`config.mk`:
```
export PLATFORM = sky130hd
export DESIGN_NAME = sid_detector
export DESIGN_NICKNAME = d
export VERILOG_FILES = /design/src/rtl/sid_detector_pkg.sv /design/src/rtl/sid_id_match.sv /design/src/rtl/sid_result_sel.sv /design/src/rtl/sid_serial_out.sv /design/src/rtl/sid_detector.sv
export SDC_FILE = /design/constraint.sdc
export NUM_CORES = 1
export LEC_CHECK = 0
export ABC_CLOCK_PERIOD_IN_PS = 2300
export CAP_MARGIN = 5
export CORE_MARGIN = 3
export CORE_UTILIZATION = 50
export CTS_CLUSTER_SIZE = 30
export DETAILED_ROUTE_END_ITERATION = 10
export PLACE_DENSITY_LB_ADDON = 0.15
export REMOVE_ABC_BUFFERS = 1
export SLEW_MARGIN = 20
export SYNTH_ARGS = -nofsm -noshare
export SYNTH_HDL_FRONTEND = slang
export SYNTH_SLANG_ARGS = --single-unit
```
`constraint.sdc`:
```
create_clock -name clk -period 2.3 [get_ports clk]
set_clock_uncertainty 0.2 [all_clocks]
set_input_delay 0.345 -clock clk [delete_from_list [all_inputs] [get_ports clk]]
set_output_delay 0.345 -clock clk [all_outputs]
set_load 0.02 [all_outputs]
```
`src/rtl/sid_detector_pkg.sv`:
```
// Package: shared kinds and constants of the start/shortening ID detector.
// Assumes: the result word is one flag bit followed by the Q payload width.
package sid_detector_pkg;

    // Kind of an accepted ID event.
    typedef enum logic [1:0] {
        ID_NONE  = 2'd0,
        ID_START = 2'd1,
        ID_SHORT = 2'd2
    } id_kind_t;

    // Upper seven category bits that enable detection (the L bit is free).
    localparam logic [6:0] CAT_ENABLE = 7'b1100000;

endpackage

```
`src/rtl/sid_id_match.sv`:
```
// Module: sid_id_match
// Decides, per field strobe, whether a start or shortening marker is accepted.
// Assumes: ID bits and category code are valid in the cycle id_stb is high.
// A marker is accepted only while armed; a non-marker field re-arms.
module sid_id_match
    import sid_detector_pkg::*;
#(
    parameter int CAT_W = 8
) (
    input  logic             clk,
    input  logic             rst_n,
    input  logic [CAT_W-1:0] cat_code,
    input  logic             id_stb,
    input  logic             id_sync,
    input  logic             id_start,
    input  logic             id_short,
    output logic             evt,
    output id_kind_t         kind
);

    logic cat_ok;
    logic hit;
    logic armed_q;

    // Category gate: compare the upper bits, ignore the L bit.
    always_comb begin
        cat_ok = (cat_code[CAT_W-1:CAT_W-7] == CAT_ENABLE);
    end

    // Classify the field; start wins over shortening.
    always_comb begin
        hit  = cat_ok && id_sync && (id_start || id_short);
        kind = ID_NONE;
        if (hit) begin
            kind = id_start ? ID_START : ID_SHORT;
        end
        evt = id_stb && hit && armed_q;
    end

    // Arm state: cleared by an accepted marker, set again by a non-marker field.
    always_ff @(posedge clk) begin
        if (!rst_n) begin
            armed_q <= 1'b1;
        end else if (id_stb) begin
            if (!hit) begin
                armed_q <= 1'b1;
            end else if (armed_q) begin
                armed_q <= 1'b0;
            end
        end
    end

endmodule

```
`src/rtl/sid_result_sel.sv`:
```
// Module: sid_result_sel
// Holds the result word of the most recent event and drives the ready strobe.
// Assumes: an ID event and a Q frame in the same cycle resolve to the ID word.
module sid_result_sel
    import sid_detector_pkg::*;
#(
    parameter int Q_W        = 80,
    parameter int STB_CYCLES = 4,
    localparam int WORD_W    = Q_W + 1,
    localparam int CNT_W     = $clog2(STB_CYCLES + 1)
) (
    input  logic              clk,
    input  logic              rst_n,
    input  logic              id_evt,
    input  id_kind_t          id_kind,
    input  logic              q_stb,
    input  logic [Q_W-1:0]    q_data,
    input  logic              q_crc_ok,
    output logic [WORD_W-1:0] word,
    output logic              rdy_n
);

    logic [CNT_W-1:0] stb_cnt_q;
    logic             load;
    logic [WORD_W-1:0] next_word;

    // Pick the incoming word: marker first, then Q frame.
    always_comb begin
        load      = id_evt || q_stb;
        next_word = {q_data, q_crc_ok};
        if (id_evt) begin
            next_word = (id_kind == ID_START) ? {WORD_W{1'b1}} : {WORD_W{1'b0}};
        end
    end

    // Result register: replaced by every event.
    always_ff @(posedge clk) begin
        if (!rst_n) begin
            word <= '0;
        end else if (load) begin
            word <= next_word;
        end
    end

    // Strobe length counter: restarts on every event.
    always_ff @(posedge clk) begin
        if (!rst_n) begin
            stb_cnt_q <= '0;
        end else if (load) begin
            stb_cnt_q <= CNT_W'(STB_CYCLES);
        end else if (stb_cnt_q != '0) begin
            stb_cnt_q <= stb_cnt_q - 1'b1;
        end
    end

    // Ready strobe is low while the counter runs.
    always_comb begin
        rdy_n = (stb_cnt_q == '0);
    end

endmodule

```
`src/rtl/sid_serial_out.sv`:
```
// Module: sid_serial_out
// Shifts a snapshot of the result word out LSB first on a valid read request.
// Assumes: requests during a running readout are dropped.
module sid_serial_out #(
    parameter int WORD_W = 81,
    parameter int ADDR_W = 8,
    parameter logic [ADDR_W-1:0] RD_ADDR = 8'h30,
    localparam int BIT_W = $clog2(WORD_W)
) (
    input  logic              clk,
    input  logic              rst_n,
    input  logic              rd_req,
    input  logic [ADDR_W-1:0] rd_addr,
    input  logic [WORD_W-1:0] word,
    output logic              sdo,
    output logic              sdo_valid
);

    logic [WORD_W-1:0] shreg_q;
    logic [BIT_W-1:0]  bit_q;
    logic              busy_q;
    logic              start;

    // Accept a request only for our address and while idle.
    always_comb begin
        start = rd_req && (rd_addr == RD_ADDR) && !busy_q;
    end

    // Snapshot, shift and bit count of the readout.
    always_ff @(posedge clk) begin
        if (!rst_n) begin
            shreg_q <= '0;
            bit_q   <= '0;
            busy_q  <= 1'b0;
        end else if (start) begin
            shreg_q <= word;
            bit_q   <= '0;
            busy_q  <= 1'b1;
        end else if (busy_q) begin
            if (bit_q == BIT_W'(WORD_W - 1)) begin
                busy_q <= 1'b0;
            end else begin
                shreg_q <= {1'b0, shreg_q[WORD_W-1:1]};
                bit_q   <= bit_q + 1'b1;
            end
        end
    end

    // Serial outputs.
    always_comb begin
        sdo       = busy_q & shreg_q[0];
        sdo_valid = busy_q;
    end

endmodule

```
`src/rtl/sid_detector.sv`:
```
// Module: sid_detector (top)
// Start/shortening ID detector sharing its strobe and readout with subcode Q.
// Assumes: all inputs are synchronous to clk; strobes are one cycle wide.
module sid_detector
    import sid_detector_pkg::*;
#(
    parameter int CAT_W      = 8,
    parameter int Q_W        = 80,
    parameter int ADDR_W     = 8,
    parameter logic [ADDR_W-1:0] RD_ADDR = 8'h30,
    parameter int STB_CYCLES = 4,
    localparam int WORD_W    = Q_W + 1
) (
    input  logic              clk,
    input  logic              rst_n,
    input  logic [CAT_W-1:0]  cat_code,
    input  logic              id_stb,
    input  logic              id_sync,
    input  logic              id_start,
    input  logic              id_short,
    input  logic              q_stb,
    input  logic [Q_W-1:0]    q_data,
    input  logic              q_crc_ok,
    input  logic              rd_req,
    input  logic [ADDR_W-1:0] rd_addr,
    output logic              rdy_n,
    output logic              sdo,
    output logic              sdo_valid
);

    logic              id_evt;
    id_kind_t          id_kind;
    logic [WORD_W-1:0] word;

    sid_id_match #(.CAT_W(CAT_W)) u_match (
        .clk      (clk),
        .rst_n    (rst_n),
        .cat_code (cat_code),
        .id_stb   (id_stb),
        .id_sync  (id_sync),
        .id_start (id_start),
        .id_short (id_short),
        .evt      (id_evt),
        .kind     (id_kind)
    );

    sid_result_sel #(.Q_W(Q_W), .STB_CYCLES(STB_CYCLES)) u_sel (
        .clk      (clk),
        .rst_n    (rst_n),
        .id_evt   (id_evt),
        .id_kind  (id_kind),
        .q_stb    (q_stb),
        .q_data   (q_data),
        .q_crc_ok (q_crc_ok),
        .word     (word),
        .rdy_n    (rdy_n)
    );

    sid_serial_out #(.WORD_W(WORD_W), .ADDR_W(ADDR_W), .RD_ADDR(RD_ADDR)) u_out (
        .clk       (clk),
        .rst_n     (rst_n),
        .rd_req    (rd_req),
        .rd_addr   (rd_addr),
        .word      (word),
        .sdo       (sdo),
        .sdo_valid (sdo_valid)
    );

endmodule

```
After elaboration in Yosys (flattened, before gate mapping)
Index checks and enable logic that the tools add are counted.

$add $sub $neg: 2. Equal/unequal tests: 5. Multiplexer cells: 13. Bitwise logic cells: 3. Reduce and logical (&&, ||, !) cells: 17.

Operator list (count): $mux 81 (5); $eq 7x7->1 const B (2); $eq 8x6->1 const B (1); $add 7x1->7 const B (1); $logic_and 1x1->1 (6); $mux 3 (2); $mux 1 (4); $mux 2 (2); $reduce_and 2->1 (2); $reduce_bool 2->1 (2); $reduce_or 2->1 (2); $logic_not 3->1 (1); $reduce_bool 3->1 (1); $sub 3x1->3 const B (1); $eq 2x1->1 const B (1); $logic_or 1x1->1 (2); $ne 2x1->1 const B (1); $not 1->1 (2); $and 1x1->1 (1); $logic_not 1->1 (1).

Flip-flop bits (word level): 174. Input bits: 105.

Longest topological paths before layout
Gate-level depths: netlist of run 1.

Word-level depth: 7. Mapped depth: 8.

By module
A second synthesis of run 1 with hierarchy kept.

Cells, all modules: 712. Area, all modules: 7338.3 µm².

Modules (own cells, without submodules): sid_serial_out (times used 1, cells an instance 410, area an instance 4033.9 µm², seq. area each 1781.7 µm²); sid_result_sel (times used 1, cells an instance 290, area an instance 3206.8 µm², seq. area each 1681.6 µm²); sid_id_match (times used 1, cells an instance 12, area an instance 97.6 µm², seq. area each 20.0 µm²).

Worst setup path before layout of run 1
OpenSTA, ideal clock, no wires.

Path kind: register to register. Start: register u_out.bit_q[0]. End: register u_out.shreg_q[28]. Data arrival time: 1.460 ns. Data required time: 1.968 ns. Setup slack: 0.507 ns. Stages on the path, launching flop included: 9. Clock period less this slack: 1.793 ns. Cells stage by stage: dfxtp_1 -> inv_1 -> ha_1 -> nor2b_1 -> a21boi_2 -> buf_6 -> buf_8 -> mux2i_1 -> a21oi_1.

Cells in the longest elaborated chain, start to end: 3.

RTL lines: from (decl) (line sid_serial_out.sv:20) `logic [BIT_W-1:0] bit_q;`; from (signal assigned) (line sid_serial_out.sv:44) `bit_q <= bit_q + 1'b1;`; $eq 7x7->1 (line sid_serial_out.sv:40) `if (bit_q == BIT_W'(WORD_W - 1)) begin`; $ne 2x1->1 (no line); $reduce_and 2->1 (no line); to (signal assigned) (line sid_serial_out.sv:36) `shreg_q <= word;`; to (signal assigned) (line sid_serial_out.sv:43) `shreg_q <= {1'b0, shreg_q[WORD_W-1:1]};`; to (decl) (line sid_serial_out.sv:19) `logic [WORD_W-1:0] shreg_q;`.

No other way between the ends. A chain may end at the register's enable or synchronous reset.

Worst setup path after layout of run 1
Start: register u_sel.stb_cnt_q[0]. End: output port rdy_n.

Cells in the longest elaborated chain, start to end: 1.

RTL lines: from (decl) (line sid_result_sel.sv:23) `logic [CNT_W-1:0] stb_cnt_q;`; from (signal assigned) (line sid_result_sel.sv:50) `stb_cnt_q <= CNT_W'(STB_CYCLES);`; from (signal assigned) (line sid_result_sel.sv:52) `stb_cnt_q <= stb_cnt_q - 1'b1;`; $logic_not 3->1 (line sid_result_sel.sv:58) `rdy_n = (stb_cnt_q == '0);`; to (decl) (line sid_detector.sv:26) `output logic rdy_n,`.

No other way between the ends.

==> results by group, run 1 <==
Job
  • Max_cap viols: 0

STA
  • Max Slew Vio Count: 0
  • Final setup fails: 0
  • Final hold slack: roughly 0.29 ns
  • Period minus WS final: about 2.2 ns
  • Slew margin rel.: 0.6095
  • Fin Setup TNS: 0 ns
  • Final hold vios: 0
  • Final period utilization: 0.9467
  • Fmax: roughly 460 MHz
  • RSZ-0062 raised after global routing: no
  • Worst slew pin tran: a little under 0.6 ns

Finish
  • Commonest non-fill, non-tap cell in the layout: dfxtp_1
  • Leading cell types in the layout, fill and taps excluded: 173 x dfxtp_1, 162 x a21oi_1, 160 x mux2i_1
  • Layout cells sized above 1: 0.07044
  • Inserted Diodes: 0
  • Design Area, Final: about 9000 um2
  • Layout overhead on the synthesized area: 25.70%
  • Final nets: between 800 and 900
  • Fillers: about 1100

Setup path
  • Crit-path cells: inv_1 -> ha_1 -> nor2b_1 -> dlygate4sd2_1
  • Worst Setup SP: u_sel.stb_cnt_q[0]$_SDFFE_PP0N_
  • CP Data Arrival Time: between 1.5 and 2 ns
  • R2R setup slack: 0.28 ns
  • Critical path type: reg2out
  • Critical Path RT: ~1.8 ns
  • Slowest-stage cell, CP: dlygate4sd2_1
  • CP Launch Type: register
  • RR Startpoint: u_out.bit_q[0]$_SDFFE_PP0P_
  • Critical-path maximum fanout: 4
  • Worst setup EP type: primary output
  • CP delay by family, top: buffers and inverters
  • WP buf/inv: 2
  • CP max stage delay: around 0.38 ns

Synth
  • Synthesized area per cell: between 10 and 15 um2
  • Yosys reg bits: roughly 170
  • Ranking of synthesized cells by area: dfxtp_1 49%, mux2i_1 22%, a21oi_1 11%, o21ai_0 5.5%, buf_12 2.0%
  • Mapped cell area: a little over 7000 um2
  • EDFF count, synth: 0
  • Asr flop ratio synth: 0
  • Register area share after synthesis: 0.4888
  • Yosys top cell area share: 0.4888
  • Synth warnings: 0
  • Leading area contributor after synthesis: dfxtp_1
  • Distinct cells, synth: 36
  • Synth Instances: around 700
  • Most used DFF post-synth: dfxtp_1

Global route
  • Number of global-route vias before repair: between 5000 and 6000
  • Grt total ovfl: 0
  • Largest net degree at the start of global routing: 87
  • GRT Total Usage: 0.1853
  • First-pass GRT wire length: between 20000 and 25000 um
  • Initial antenna violation count: 0

Clock network
  • # clock sinks: between 150 and 200
  • CTS Buf Count: 17
  • Clk Latency, worst-skew pair: 0.41 ns
  • Number of setup buffers added after CTS: 0
  • Clk slew on worst S/H paths: approximately 0.060 ns
  • H-tree lvl count: 4
  • TritonCTS clock tree: yes
  • Root Buffer Master: clkbuf_16
  • CTS max path bufs: 2

Floorplanning
  • Die area: approximately 16000 um2
  • Die W: between 100 and 150 um
  • Top-level I/O count: roughly 110
  • Row count: 42
  • Core area: roughly 14000 um2
  • Initial Utilization: 0.5236
  • Chip Height: between 100 and 150 um

Status
  • Outcome: finished clean

Route
  • Vias: 5231
  • Drt drc: 0
  • DR WL/cell: around 15 um
  • First-iteration detailed-routing DRC count: approximately 240
  • DR pass1 iterations: 5
  • Total wire length: 14220 um
  • Final ANT Viol Nets: 0
  • Drt via density: about 5.4

Pwr
  • Worst vdd ir: slightly below 0.6 mV
  • Leakage: 0.003308 uW
  • Pwr dens: 774.4 nW/um2

Place
  • Placed cell areas: about 8300 um2
  • I/O Buffers: around 110
  • Hpwl dp: 8935 um
  • Final GP Congestion: slightly above 0.7

Worst hold path
  • Hold path startpoint: u_out.shreg_q[79]$_SDFFE_PN0P_
  • Hold WC Path Type: reg2reg
Yosys cell counts (2+ instances only):
library cell  count
buf_2            21
nand2_1          10
xnor2_1           3
and4b_1           2
a21boi_1          2
a31oi_1           2
a21oi_1         162
nor2b_1           3
ha_1              4
dfxtp_1         174
mux2i_1         160
buf_12            7
nor2_1            9
nand4_1           4
inv_1             5
clkbuf_1         33
o21ai_0          79
and3_1            2
xor2_1            3
o21ai_1           2
repair_timing:
item,in CTS,in global routing
endpoints found under the hold margin,1,0
endpoints found under the setup margin,1,1
hold buffers,1,0
gates resized for setup,1,1
per-layer routing:
layer	global-route usage	part of all wire
met1	0.2215	0.45
met4	0.06186	0.013
met5	0	0
met2	0.3246	0.49
met3	0.04819	0.042
worst paths after layout:
| kind | depth (start not counted) | end |
|---|---|---|
| setup / recovery | 4 | rdy_n |
| hold / removal | 2 | u_out.shreg_q[79]$_SDFFE_PN0P_ |
| setup reg to reg | 7 | u_out.shreg_q[69]$_SDFFE_PN0P_ |
| hold reg to reg | 2 | u_out.shreg_q[79]$_SDFFE_PN0P_ |
layout make-up:
type | instances | area (um2) | area share
clock inverters | 10 | 207.7 | 0.02318
inverters | 5 | 18.77 | 0.002095
flip-flops and latches | 174 | 3485 | 0.3890
clock buffers | 21 | 480.5 | 0.05363
repair buffers | 124 | 1303 | 0.1454
well taps | 176 | 220.2 | 0.02458
multi-input cells | 461 | 3244 | 0.3622
cells by family (layout without fill, tap and decap cells):
| family | Yosys count | in the layout | synth area share |
|---|---|---|---|
| buf+inv | 68 | 160 | 0.05811 |
| mux | 160 | 160 | 0.2247 |
| fa+ha+maj | 4 | 4 | 0.007023 |
| simple gates | 37 | 37 | 0.03055 |
| xor+xnor | 6 | 6 | 0.007375 |
| flops | 174 | 174 | 0.4888 |
| compound gates | 254 | 254 | 0.1835 |
worst register-to-register path: stages, from the launching register on:
cell and delay, ns:
dfxtp_1 0.39, inv_1 0.06, ha_1 0.18, nor2b_1 0.17, a21boi_4 0.21, buf_12 0.32
mux2i_1 0.28, a21oi_1 0.08
per-stage QoR:
step | worst slack (ns) | cells | power [uW] | utilization
floorplan | -2.969 | 640 | 3421 | -
global placement | 0.1330 | 939 | 3700 | 0.6069
detailed placement | 0.08913 | 939 | 3719 | 0.6069
CTS | 0.04418 | 971 | 7001 | 0.6581
global route | 0.05426 | 971 | 7165 | 0.6582
finish | 0.1226 | 971 | 6938 | 0.6582
flip-flops by register name, summed over array words and instances, names as in the netlist:
| register | cells |
|---|---|
| u_match.armed_q | 1 |
| u_out.bit_q | 7 |
| u_out.sdo_valid | 1 |
| u_out.shreg_q | 81 |
| u_sel.stb_cnt_q | 3 |
| u_sel.word | 81 |
power breakdown:
group	total (uW)	switching (uW)	internal (uW)
Combinational	496	201	295
Sequential	3150	45.8	3110
Clock	3290	1140	2150
Note: power is estimated with default switching activity, not from simulation.
==> run 2: changes to the inputs <==
--- a/config.mk
+++ b/config.mk
@@ -7,6 +7,7 @@
 export LEC_CHECK = 0
 export ABC_CLOCK_PERIOD_IN_PS = 2300
 export CAP_MARGIN = 5
+export CORE_ASPECT_RATIO = 2
 export CORE_MARGIN = 3
 export CORE_UTILIZATION = 50
 export CTS_CLUSTER_SIZE = 30
==> results by group, run 2 (same netlist as run 1, synthesis figures left out) <==
Status
  • Outcome: finished clean (unchanged)

Finish
  • Final core utilization: 0.6397 (was 0.6582)
  • Layout cells sized above 1: 0.07750 (was 0.07044)
  • Layout overhead on the synthesized area: 25.37% (was 25.70%)
  • Regs by FF count: u_out.shreg_q: 81 flops, u_sel.word: 81 flops, u_out.bit_q: 7 flops (unchanged)
  • Commonest non-fill, non-tap cell in the layout: dfxtp_1 (unchanged)
  • Inserted Diodes: 0 (unchanged)
  • Fillers: 1194 (was 1080)
  • Final std cells w/o fill: 989 (was 971)
  • Final nets: 897 (was 892)
  • Multi-input logic area: 3247 um2 (was 3244 um2)
  • Storage cell area: 3483 um2 (was 3485 um2)
  • Leading cell types in the layout, fill and taps excluded: 174 x dfxtp_1, 162 x a21oi_1, 160 x mux2i_1 (was 173 x dfxtp_1, 162 x a21oi_1, 160 x mux2i_1)

STA
  • Fin worst setup slack: 0.1510 ns (was 0.1226 ns)
  • Worst slew pin tran: 0.7099 ns (was 0.5858 ns)
  • Max Slew Vio Count: 0 (unchanged)
  • Final period utilization: 0.9343 (was 0.9467)
  • RSZ-0062 raised after global routing: no (unchanged)
  • Slew margin rel.: 0.5267 (was 0.6095)
  • Final setup fails: 0 (unchanged)
  • Fin Setup TNS: 0 ns (unchanged)
  • Fmax: 465.3 MHz (was 459.3 MHz)
  • Final hold vios: 0 (unchanged)
  • Period minus WS final: 2.149 ns (was 2.177 ns)
  • Final hold slack: 0.1359 ns (was 0.2869 ns)

Setup path
  • Critical-path maximum fanout: 8 (was 4)
  • Critical path type: reg2out (unchanged)
  • CP Launch Type: register (unchanged)
  • Critical Path RT: 1.75 ns (about the same)
  • CP Data Arrival Time: 1.60 ns (was 1.63 ns)
  • Worst setup EP type: primary output (unchanged)

Clock network
  • Number of setup buffers added after CTS: 0 (unchanged)
  • H-tree lvl count: 4 (unchanged)
  • CTS max path bufs: 2 (unchanged)
  • TritonCTS clock tree: yes (unchanged)
  • Clk Latency, worst-skew pair: 0.42 ns (was 0.41 ns)
  • CTS Buf Count: 17 (unchanged)
  • Clk slew on worst S/H paths: 0.06 ns (about the same)
  • Root Buffer Master: clkbuf_16 (unchanged)
  • # clock sinks: 174 (unchanged)

Place
  • Hpwl dp: 10220 um (was 8935 um)
  • Final GP Congestion: 0.7528 (was 0.7208)
  • I/O Buffers: 106 (unchanged)
  • Dpl ws: -0.02264 ns (was 0.08913 ns)
  • Placed Instances: 958 (was 939)

Floorplanning
  • Core area: 13970 um2 (was 13610 um2)
  • Row count: 61 (was 42)
  • Chip Height: 174.8 um (was 125.4 um)
  • Die W: 90.42 um (was 125.4 um)
  • Initial Utilization: 0.5103 (was 0.5236)
  • Die area: 15810 um2 (was 15720 um2)
  • Top-level I/O count: 108 (unchanged)

Pwr
  • Pwr dens: 726.3 nW/um2 (was 774.4 nW/um2)
  • Power share of the combinational group: 0.079 (was 0.072)
  • Sw frac: 0.2185 (was 0.1998)
  • Worst vdd ir: 0.5496 mV (was 0.5833 mV)
  • Leakage: 0.003291 uW (was 0.003308 uW)
  • Register share of total power: 0.486 (was 0.454)
  • Sw power: 1418 uW (was 1386 uW)
  • Clock power share: 0.435 (was 0.474)
  • Internal: 5072 uW (was 5551 uW)

Job
  • Max_cap viols: 0 (unchanged)

Route
  • Vias: 5308 (was 5231)
  • Total wire length: 14780 um (was 14220 um)
  • Drt drc: 0 (unchanged)
  • DR WL/cell: 14.94 um (was 14.65 um)
  • DR pass1 iterations: 6 (was 5)
  • First-iteration detailed-routing DRC count: 184 (was 235)
  • Final ANT Viol Nets: 0 (unchanged)
  • Drt via density: 5.367 (was 5.387)

Global route
  • Grt total ovfl: 0 (unchanged)
  • Number of global-route vias before repair: 5222 (was 5312)
  • GR peak layer: met2 (unchanged)
  • Largest net degree at the start of global routing: 89 (was 87)
  • Met1 Usage GRT: 0.1980 (was 0.2215)
  • Initial antenna violation count: 0 (unchanged)
  • Met3 usage: 0.04179 (was 0.04819)
  • Met2 Track Usage GR: 0.3569 (was 0.3246)
  • First-pass GRT wire length: 24050 um (was 24540 um)
  • GRT Total Usage: 0.1873 (was 0.1853)

Worst hold path
  • Hold WC Path Type: in2reg (was reg2reg)
==> run 2: worst paths after layout <==
check,start,to,slack (ns),cells past startpoint
hold / removal,rst_n,u_out.shreg_q[54]$_SDFFE_PN0P_,0.14,3
setup reg to reg,u_out.bit_q[0]$_SDFFE_PP0P_,u_out.shreg_q[40]$_SDFFE_PN0P_,0.22,8
setup / recovery,u_out.sdo_valid$_SDFF_PN0_,sdo,0.15,2
hold reg to reg,u_out.shreg_q[80]$_SDFFE_PN0P_,u_out.shreg_q[79]$_SDFFE_PN0P_,0.27,2
==> run 2: worst max-delay path: stages (launching register included) <==
cell and delay (ns):
dfxtp_1 0.44, and2_1 0.16, clkdlybuf4s50_1 0.60
==> run 2: final cells by class <==
class	count	area share
Clock buffer	19	0.05069
Clock inverter	12	0.01498
Inverter	5	0.002101
Multi-Input combinational cell	461	0.3634
Sequential cell	174	0.3899
Tap cell	189	0.02647
Timing Repair Buffer	129	0.1525
==> run 2: metrics by stage <==
step | cell area, um2 | total power, uW
after floorplan | 6731 | 3421
after global placement | 8347 | 3720
after detailed placement | 8347 | 3739
after CTS | 8932 | 6559
after global routing | 8935 | 6729
final | 8935 | 6490
==> run 2: per-layer routing <==
metal  part of all wire  up-vias
met2               0.55      102
met3              0.032       25
li1                   -     2720
met4              0.018        0
met1               0.40     2461
met5                  0        -
==> run 2: power by group through the flow <==
| stage | Clock [uW] | Sequential [uW] | Combinational [uW] |
|---|---|---|---|
| final | 2820 | 3150 | 510 |
| after global routing | 3010 | 3160 | 560 |
| after CTS | 2890 | 3150 | 516 |
| after detailed placement | 0 | 3220 | 516 |
| after global placement | 0 | 3220 | 501 |
| after floorplan | 0 | 3200 | 216 |
==> run 2: repair_timing <==
| item | CTS | global route |
|---|---|---|
| pin swaps | 0 | 0 |
| gates resized for setup | 1 | 1 |
| hold buffers | 0 | 0 |
| endpoints found under the setup margin | 1 | 1 |
